### src/rtl/dag_pkg.sv
package dag_pkg;

  typedef enum logic [1:0] {
    DIR_HOLD = 2'b00,
    DIR_UP   = 2'b01,
    DIR_DOWN = 2'b10,
    DIR_RSVD = 2'b11
  } dir_e;

  typedef enum logic [1:0] {
    RL_NEVER = 2'b00,
    RL_BLOCK = 2'b01,
    RL_BURST = 2'b10,
    RL_XACT  = 2'b11
  } reload_e;

  // bit 0 of the packed struct is the last field
  typedef struct packed {
    reload_e dst_rl;
    dir_e    dst_dir;
    reload_e src_rl;
    dir_e    src_dir;
  } mode_t;

  localparam int unsigned OFS_TRIG = 0;
  localparam int unsigned OFS_MODE = 1;
  localparam int unsigned OFS_SRC  = 2;

  function automatic logic reload_fires(reload_e rl, logic burst_end,
                                        logic blk_end, logic xact_end);
    logic hit;
    case (rl)
      RL_NEVER: hit = 1'b0;
      RL_BLOCK: hit = blk_end | xact_end;
      RL_BURST: hit = burst_end | blk_end | xact_end;
      default:  hit = xact_end;
    endcase
    return hit;
  endfunction

endpackage

### src/rtl/dag_cfg.sv
module dag_cfg
  import dag_pkg::*;
#(
  parameter int DW  = 8,
  parameter int RAW = 3
) (
  input  logic           clk,
  input  logic           rst_n,
  input  logic           reg_wr,
  input  logic [RAW-1:0] reg_addr,
  input  logic [DW-1:0]  reg_wdata,
  input  logic           trig_req,
  input  logic           xact_end,
  output logic [DW-1:0]  trig_sel_q,
  output mode_t          mode_q,
  output logic           busy_q
);

  localparam int MW = $bits(mode_t);

  logic          trig_en, mode_en;
  logic [DW-1:0] trig_d;
  mode_t         mode_d;
  logic          busy_d;

  always_comb begin
    trig_en = reg_wr && (reg_addr == RAW'(OFS_TRIG));
    mode_en = reg_wr && !busy_q && (reg_addr == RAW'(OFS_MODE));
    trig_d  = reg_wdata;
    mode_d  = mode_t'(reg_wdata[MW-1:0]);
    if (busy_q) busy_d = !xact_end;
    else        busy_d = trig_req && (|trig_sel_q);
  end

  always_ff @(posedge clk or negedge rst_n) begin
    if (!rst_n) begin
      trig_sel_q <= '0;
      mode_q     <= '0;
      busy_q     <= 1'b0;
    end else begin
      if (trig_en) trig_sel_q <= trig_d;
      if (mode_en) mode_q     <= mode_d;
      busy_q <= busy_d;
    end
  end

endmodule

### src/rtl/dag_addr_side.sv
module dag_addr_side
  import dag_pkg::*;
#(
  parameter  int AW   = 16,
  parameter  int DW   = 8,
  parameter  int RAW  = 3,
  parameter  int BASE = 2,
  localparam int NB   = AW / DW
) (
  input  logic           clk,
  input  logic           rst_n,
  input  logic           wr_en,
  input  logic [RAW-1:0] reg_addr,
  input  logic [DW-1:0]  reg_wdata,
  input  logic           busy,
  input  logic           step,
  input  logic           burst_end,
  input  logic           blk_end,
  input  logic           xact_end,
  input  dir_e           dir,
  input  reload_e        rl,
  output logic [AW-1:0]  cur_q,
  output logic [AW-1:0]  init_q,
  output logic [DW-1:0]  rd_byte,
  output logic           rd_hit
);

  logic [NB-1:0] sel;
  logic [AW-1:0] cur_d, init_d;
  logic          reload, init_en, cur_en;

  for (genvar b = 0; b < NB; b++) begin : g_sel
    assign sel[b] = (reg_addr == RAW'(BASE + b));
  end

  always_comb begin
    init_d  = init_q;
    cur_d   = cur_q;
    rd_byte = '0;
    reload  = 1'b0;
    for (int b = 0; b < NB; b++) begin
      if (sel[b]) rd_byte = cur_q[b*DW +: DW];
    end
    if (wr_en) begin
      for (int b = 0; b < NB; b++) begin
        if (sel[b]) begin
          init_d[b*DW +: DW] = reg_wdata;
          cur_d[b*DW +: DW]  = reg_wdata;
        end
      end
    end
    if (busy) begin
      reload = reload_fires(rl, burst_end, blk_end, xact_end);
      if (reload) begin
        cur_d = init_q;
      end else if (step) begin
        case (dir)
          DIR_UP:   cur_d = cur_q + AW'(1);
          DIR_DOWN: cur_d = cur_q - AW'(1);
          default:  cur_d = cur_q;
        endcase
      end
    end
  end

  assign rd_hit  = |sel;
  assign init_en = wr_en && rd_hit;
  assign cur_en  = init_en || (busy && (reload || step));

  always_ff @(posedge clk or negedge rst_n) begin
    if (!rst_n) begin
      init_q <= '0;
      cur_q  <= '0;
    end else begin
      if (init_en) init_q <= init_d;
      if (cur_en)  cur_q  <= cur_d;
    end
  end

endmodule

### src/rtl/dma_addr_gen.sv
module dma_addr_gen
  import dag_pkg::*;
#(
  parameter  int AW  = 16,
  parameter  int DW  = 8,
  localparam int NB  = AW / DW,
  localparam int RAW = $clog2(OFS_SRC + 2 * NB)
) (
  input  logic           clk,
  input  logic           rst_n,
  input  logic           reg_wr,
  input  logic [RAW-1:0] reg_addr,
  input  logic [DW-1:0]  reg_wdata,
  output logic [DW-1:0]  reg_rdata,
  input  logic           trig_req,
  input  logic           step,
  input  logic           burst_end,
  input  logic           blk_end,
  input  logic           xact_end,
  output logic           busy,
  output logic [AW-1:0]  src_addr,
  output logic [AW-1:0]  dst_addr
);

  localparam int NSIDE = 2;

  logic [1:0]    rst_sync_q;
  logic          rst_n_s;
  logic [DW-1:0] trig_sel_q;
  mode_t         mode_q;
  logic          busy_q;
  logic          addr_wr;

  dir_e          side_dir  [NSIDE];
  reload_e       side_rl   [NSIDE];
  logic [AW-1:0] side_cur  [NSIDE];
  logic [AW-1:0] side_init [NSIDE];
  logic [DW-1:0] side_rd   [NSIDE];
  logic [NSIDE-1:0] side_hit;
  logic [AW-1:0] src_init, dst_init;

  always_ff @(posedge clk or negedge rst_n) begin
    if (!rst_n) rst_sync_q <= 2'b00;
    else        rst_sync_q <= {rst_sync_q[0], 1'b1};
  end
  assign rst_n_s = rst_sync_q[1];

  dag_cfg #(.DW(DW), .RAW(RAW)) u_cfg (
    .clk        (clk),
    .rst_n      (rst_n_s),
    .reg_wr     (reg_wr),
    .reg_addr   (reg_addr),
    .reg_wdata  (reg_wdata),
    .trig_req   (trig_req),
    .xact_end   (xact_end),
    .trig_sel_q (trig_sel_q),
    .mode_q     (mode_q),
    .busy_q     (busy_q)
  );

  assign addr_wr     = reg_wr && !busy_q;
  assign side_dir[0] = mode_q.src_dir;
  assign side_dir[1] = mode_q.dst_dir;
  assign side_rl[0]  = mode_q.src_rl;
  assign side_rl[1]  = mode_q.dst_rl;

  for (genvar s = 0; s < NSIDE; s++) begin : g_side
    dag_addr_side #(
      .AW(AW), .DW(DW), .RAW(RAW), .BASE(OFS_SRC + s * NB)
    ) u_side (
      .clk       (clk),
      .rst_n     (rst_n_s),
      .wr_en     (addr_wr),
      .reg_addr  (reg_addr),
      .reg_wdata (reg_wdata),
      .busy      (busy_q),
      .step      (step),
      .burst_end (burst_end),
      .blk_end   (blk_end),
      .xact_end  (xact_end),
      .dir       (side_dir[s]),
      .rl        (side_rl[s]),
      .cur_q     (side_cur[s]),
      .init_q    (side_init[s]),
      .rd_byte   (side_rd[s]),
      .rd_hit    (side_hit[s])
    );
  end

  always_comb begin
    reg_rdata = '0;
    if (reg_addr == RAW'(OFS_TRIG)) begin
      reg_rdata = trig_sel_q;
    end else if (reg_addr == RAW'(OFS_MODE)) begin
      reg_rdata = DW'(mode_q);
    end else begin
      for (int s = 0; s < NSIDE; s++) begin
        if (side_hit[s]) reg_rdata = side_rd[s];
      end
    end
  end

  assign busy     = busy_q;
  assign src_addr = side_cur[0];
  assign dst_addr = side_cur[1];
  assign src_init = side_init[0];
  assign dst_init = side_init[1];

endmodule

### config.mk
export PLATFORM = sky130hd
export DESIGN_NAME = dma_addr_gen
export DESIGN_NICKNAME = d
export VERILOG_FILES = /design/src/rtl/dag_pkg.sv /design/src/rtl/dag_cfg.sv /design/src/rtl/dag_addr_side.sv /design/src/rtl/dma_addr_gen.sv
export SDC_FILE = /design/constraint.sdc
export NUM_CORES = 1
export LEC_CHECK = 0
export ABC_AREA = 0
export BUFFER_PORTS_ARGS = -buffer_cell sky130_fd_sc_hd__clkbuf_2
export CORE_MARGIN = 2
export CORE_UTILIZATION = 55
export DETAILED_ROUTE_END_ITERATION = 12
export PLACE_DENSITY = 0.78
export SLEW_MARGIN = 20
export SYNTH_ARGS = -nofsm -noshare
export SYNTH_HDL_FRONTEND = slang
export SYNTH_SLANG_ARGS = --single-unit
### constraint.sdc
create_clock -name clk -period 2.5 [get_ports clk]
set_input_delay 0.25 -clock clk [delete_from_list [all_inputs] [get_ports clk]]
set_output_delay 0.25 -clock clk [all_outputs]
set_load 0.1 [all_outputs]
==> results.yml <==
cells_and_area:
  regArea_um2: 2100
  fin_nets: 862
  n_fill_cell: 920
  fin_cells: 986
  drive_above_1_share_pct: 25.5
  multi_input_area_um2: 3890
  synthToLayoutAreaGrowth_pct: 18.9
  num_antenna_cells: 0
  final_cell_area_um2: 7300
placement:
  globalplace.congestion: 0.982
  hpwl_um: 16100
  dp_cells: 969
  port_buffers: 59
  place_area_um2: 7060
synthesis:
  synth_area_leader_cell: "dfrtp_1"
  synth_nets: 789
  netlist_instances: 768
  yosys_warnings: 0
  yosys.area.top_type_share_pct: 33.8
  synthArstFlopShare_pct: 100
  synth_cell_types: 76
  syn-cell-area_um2: 6140
  ys_top_cells_by_area: "dfrtp_1, nand2_1, o21ai_0"
  ys_seq_area_share_pct: 33.8
  avgSynthCellArea_um2: 8.00
  ys.flop_type: "dfrtp_1"
  ys_seq_elements: 83
  synth-edff-count: 0
floorplan:
  io_pins: 60
  dieArea_um2: 12000
  initial_core_util_pct: 56.4
  die_h_um: 110
  dieWidth_um: 110
  fp-row-count: 38
  fp.coreArea_um2: 10900
critical_path:
  crit_required_ns: 2.74
  crit_type: "flip-flop to flip-flop"
  critPathLaunchType: "flip-flop"
  crit_fanout: 2
  cp_slowest_cell: "a2111o_1"
  crit_chain: "nand2b_4, xnor2_2, ha_2, or3_4, nand3b_1, a21boi_2, a2111o_1, a2111oi_4, nor4_1"
  cp_data_arrival_time_ns: 2.72
  setup.worst_path.end_class: "flip-flop"
  cp_slowest_stage_delay_ns: 0.41
power_and_ir_drop:
  powerDensity_nw_per_um2: 1350
  ir_worst_vdd_v: 0.000928
  power_leakage_nw: 3.18
  p_total_mw: 9.88
flow_run:
  cap_violations: 0
global_route:
  grt_antenna_before_repair: 0
  gr-total-overflow: 0
  grt_max_degree: 48
  grt_pass1_vias: 6231
  grt_pass1_wl_um: 34000
  gr-usage-all-layers_pct: 37.8
drt:
  ant_nets: 0
  wl_met1_um: 9190
  dr.pass1.iters: 6
  drc_errors: 0
  vias: 6814
  top_layer: "met4"
  wl_per_cell_um: 22.3
  routed_wl_um: 22000
  dr.first_iter.drc_count: 784
  dr_wl_met3_um: 2750
  wl_met2_um: 9530
  route.detailed.vias_per_inst: 6.91
cts:
  cts_tree: "built"
  cts_inserted_buffers: 9
  clockBufferDepth: 2
  cts_setup_buffers: 0
  clk_latency_ns: 0.38
  cts.clk_slew.worst_paths_ns: 0.09
  clkSinkCount: 83
  root_buffer: "clkbuf_8"
  cts-htree-levels: 3
sta:
  clock_skew_ns: 0.0118
  finalMaxSlewViolations: 0
  period_needed_ns: 2.48
  slew_headroom_pct: 31.0
  hold_viol_final: 0
  tightest_slew_ns: 1.03
  timing.fmax_mhz: 404
  fin_crit_sh_pct: 99.1
  rsz0062_at_grt: "yes"
  setup_viol: 0
worst_hold_path:
  worstHoldPathType: "input port to flip-flop"
outcome:
  status: "completed"
==> metrics by stage <==
stage          worst slack (ns)  hold slack [ns]  TNS (ns)  util, %
5_1_grt                 -0.0678            0.114    -0.141     67.1
6_report                 0.0235            0.118         0     67.1
2_1_floorplan            -0.224          -0.0456     -2.72        -
3_3_place_gp             0.0140           0.0347         0     64.8
3_5_place_dp            -0.0452           0.0396   -0.0452     64.8
4_1_cts                 0.00832            0.111         0     66.7
==> final timing paths <==
check	end	slack (ns)	depth (start not counted)	start
setup / recovery	g_side[0].u_side.cur_q[14]	0.02	9	u_cfg.mode_q[0]
hold / removal	u_cfg.busy_q	0.12	3	trig_req
setup reg to reg	g_side[0].u_side.cur_q[14]	0.02	9	u_cfg.mode_q[0]
hold reg to reg	g_side[0].u_side.cur_q[6]	0.30	0	rst_sync_q[1]
max in group asynchronous	u_cfg.busy_q	1.54	1	rst_sync_q[1]
min in group asynchronous	rst_sync_q[1]	0.19	2	rst_n
==> cell families after synthesis <==
kind of cell	Yosys count	share of synthesized area (%)
xor gates and xnor gates	6	0.856
AOI/OAI and AO/OA	216	24.5
DFF	83	33.8
buffers and inverters	85	5.77
other	1	0.0611
muxes	49	9.49
adders and majority gates	2	0.407
and+or+nand+nor	326	25.1
==> repair_timing <==
| item | 4_1_cts | 5_1_grt |
|---|---|---|
| gates resized for setup | 0 | 7 |
| gates cloned | 0 | 0 |
| hold buffers | 1 | 0 |
| setup endpoints to repair | 1 | 2 |
| endpoints found under the hold margin | 2 | 0 |
| pin swaps | 2 | 1 |
==> critical path, delay by kind of cell (launching register included) <==
family / cells / cell delay [ns]
xor+xnor: 1 / 0.13
flops: 1 / 0.38
simple gates: 4 / 0.76
fa+ha+maj: 1 / 0.17
compound gates: 3 / 0.89
==> flip-flops by register name (all words and copies together), names as in the netlist <==
register	cells
u_cfg.busy_q	1
u_cfg.mode_q	8
u_cfg.trig_sel_q	8
g_side.u_side.cur_q	32
g_side.u_side.init_q	32
rst_sync_q	2
==> layout make-up <==
class | instances | share of cell area (%)
Multi-Input combinational cell | 600 | 53.3
Sequential cell | 83 | 28.7
Timing Repair Buffer | 129 | 12.1
Tap cell | 140 | 2.40
Clock buffer | 11 | 2.07
Inverter | 18 | 0.925
Clock inverter | 5 | 0.480
==> cell usage after synthesis (6+ instances only) <==
cell / count
o21ai_1: 7
nand4_1: 8
nand2b_1: 12
a21oi_1: 30
nor2b_1: 6
o221ai_1: 10
o31ai_1: 6
nor3_1: 16
mux2_2: 20
o2bb2ai_1: 8
clkbuf_1: 50
a211oi_1: 6
o21a_1: 7
nor2_1: 37
mux2i_1: 23
o22ai_1: 11
a22oi_1: 10
a222oi_1: 6
o21ai_0: 52
nor4_1: 11
or3_1: 12
buf_2: 9
dfrtp_1: 83
o32ai_1: 6
nand3b_1: 6
inv_1: 18
nand2_1: 154
nand3_1: 38
o211ai_1: 8
==> power breakdown <==
group          total [mW]  switching (mW)  leakage [nW]  internal, mW
Clock               0.946           0.529        0.0957         0.417
Combinational        6.32            4.43          2.09          1.90
Sequential           2.61           0.774          1.00          1.83
Total                9.88            5.73          3.18          4.14
==> layer usage <==
layer | vias up | global-route usage (%)
met1 | 3249 | 54.8
met2 | 528 | 56.0
li1 | 2982 | -
met4 | 0 | 11.9
met5 | - | 0
met3 | 55 | 8.60
==> cells in the final DEF, fill, tap and decap left out, types with 12 or more instances in the layout <==
cell	count
mux2_2	20
nand3_1	38
mux2i_1	23
o21ai_0	52
inv_1	17
nand2_1	154
a21oi_1	30
nor2_1	37
dfrtp_1	70
nor3_1	16
buf_4	70
clkbuf_2	54
dfrtp_2	12
No activity file was read; power rests on OpenSTA's default activity.
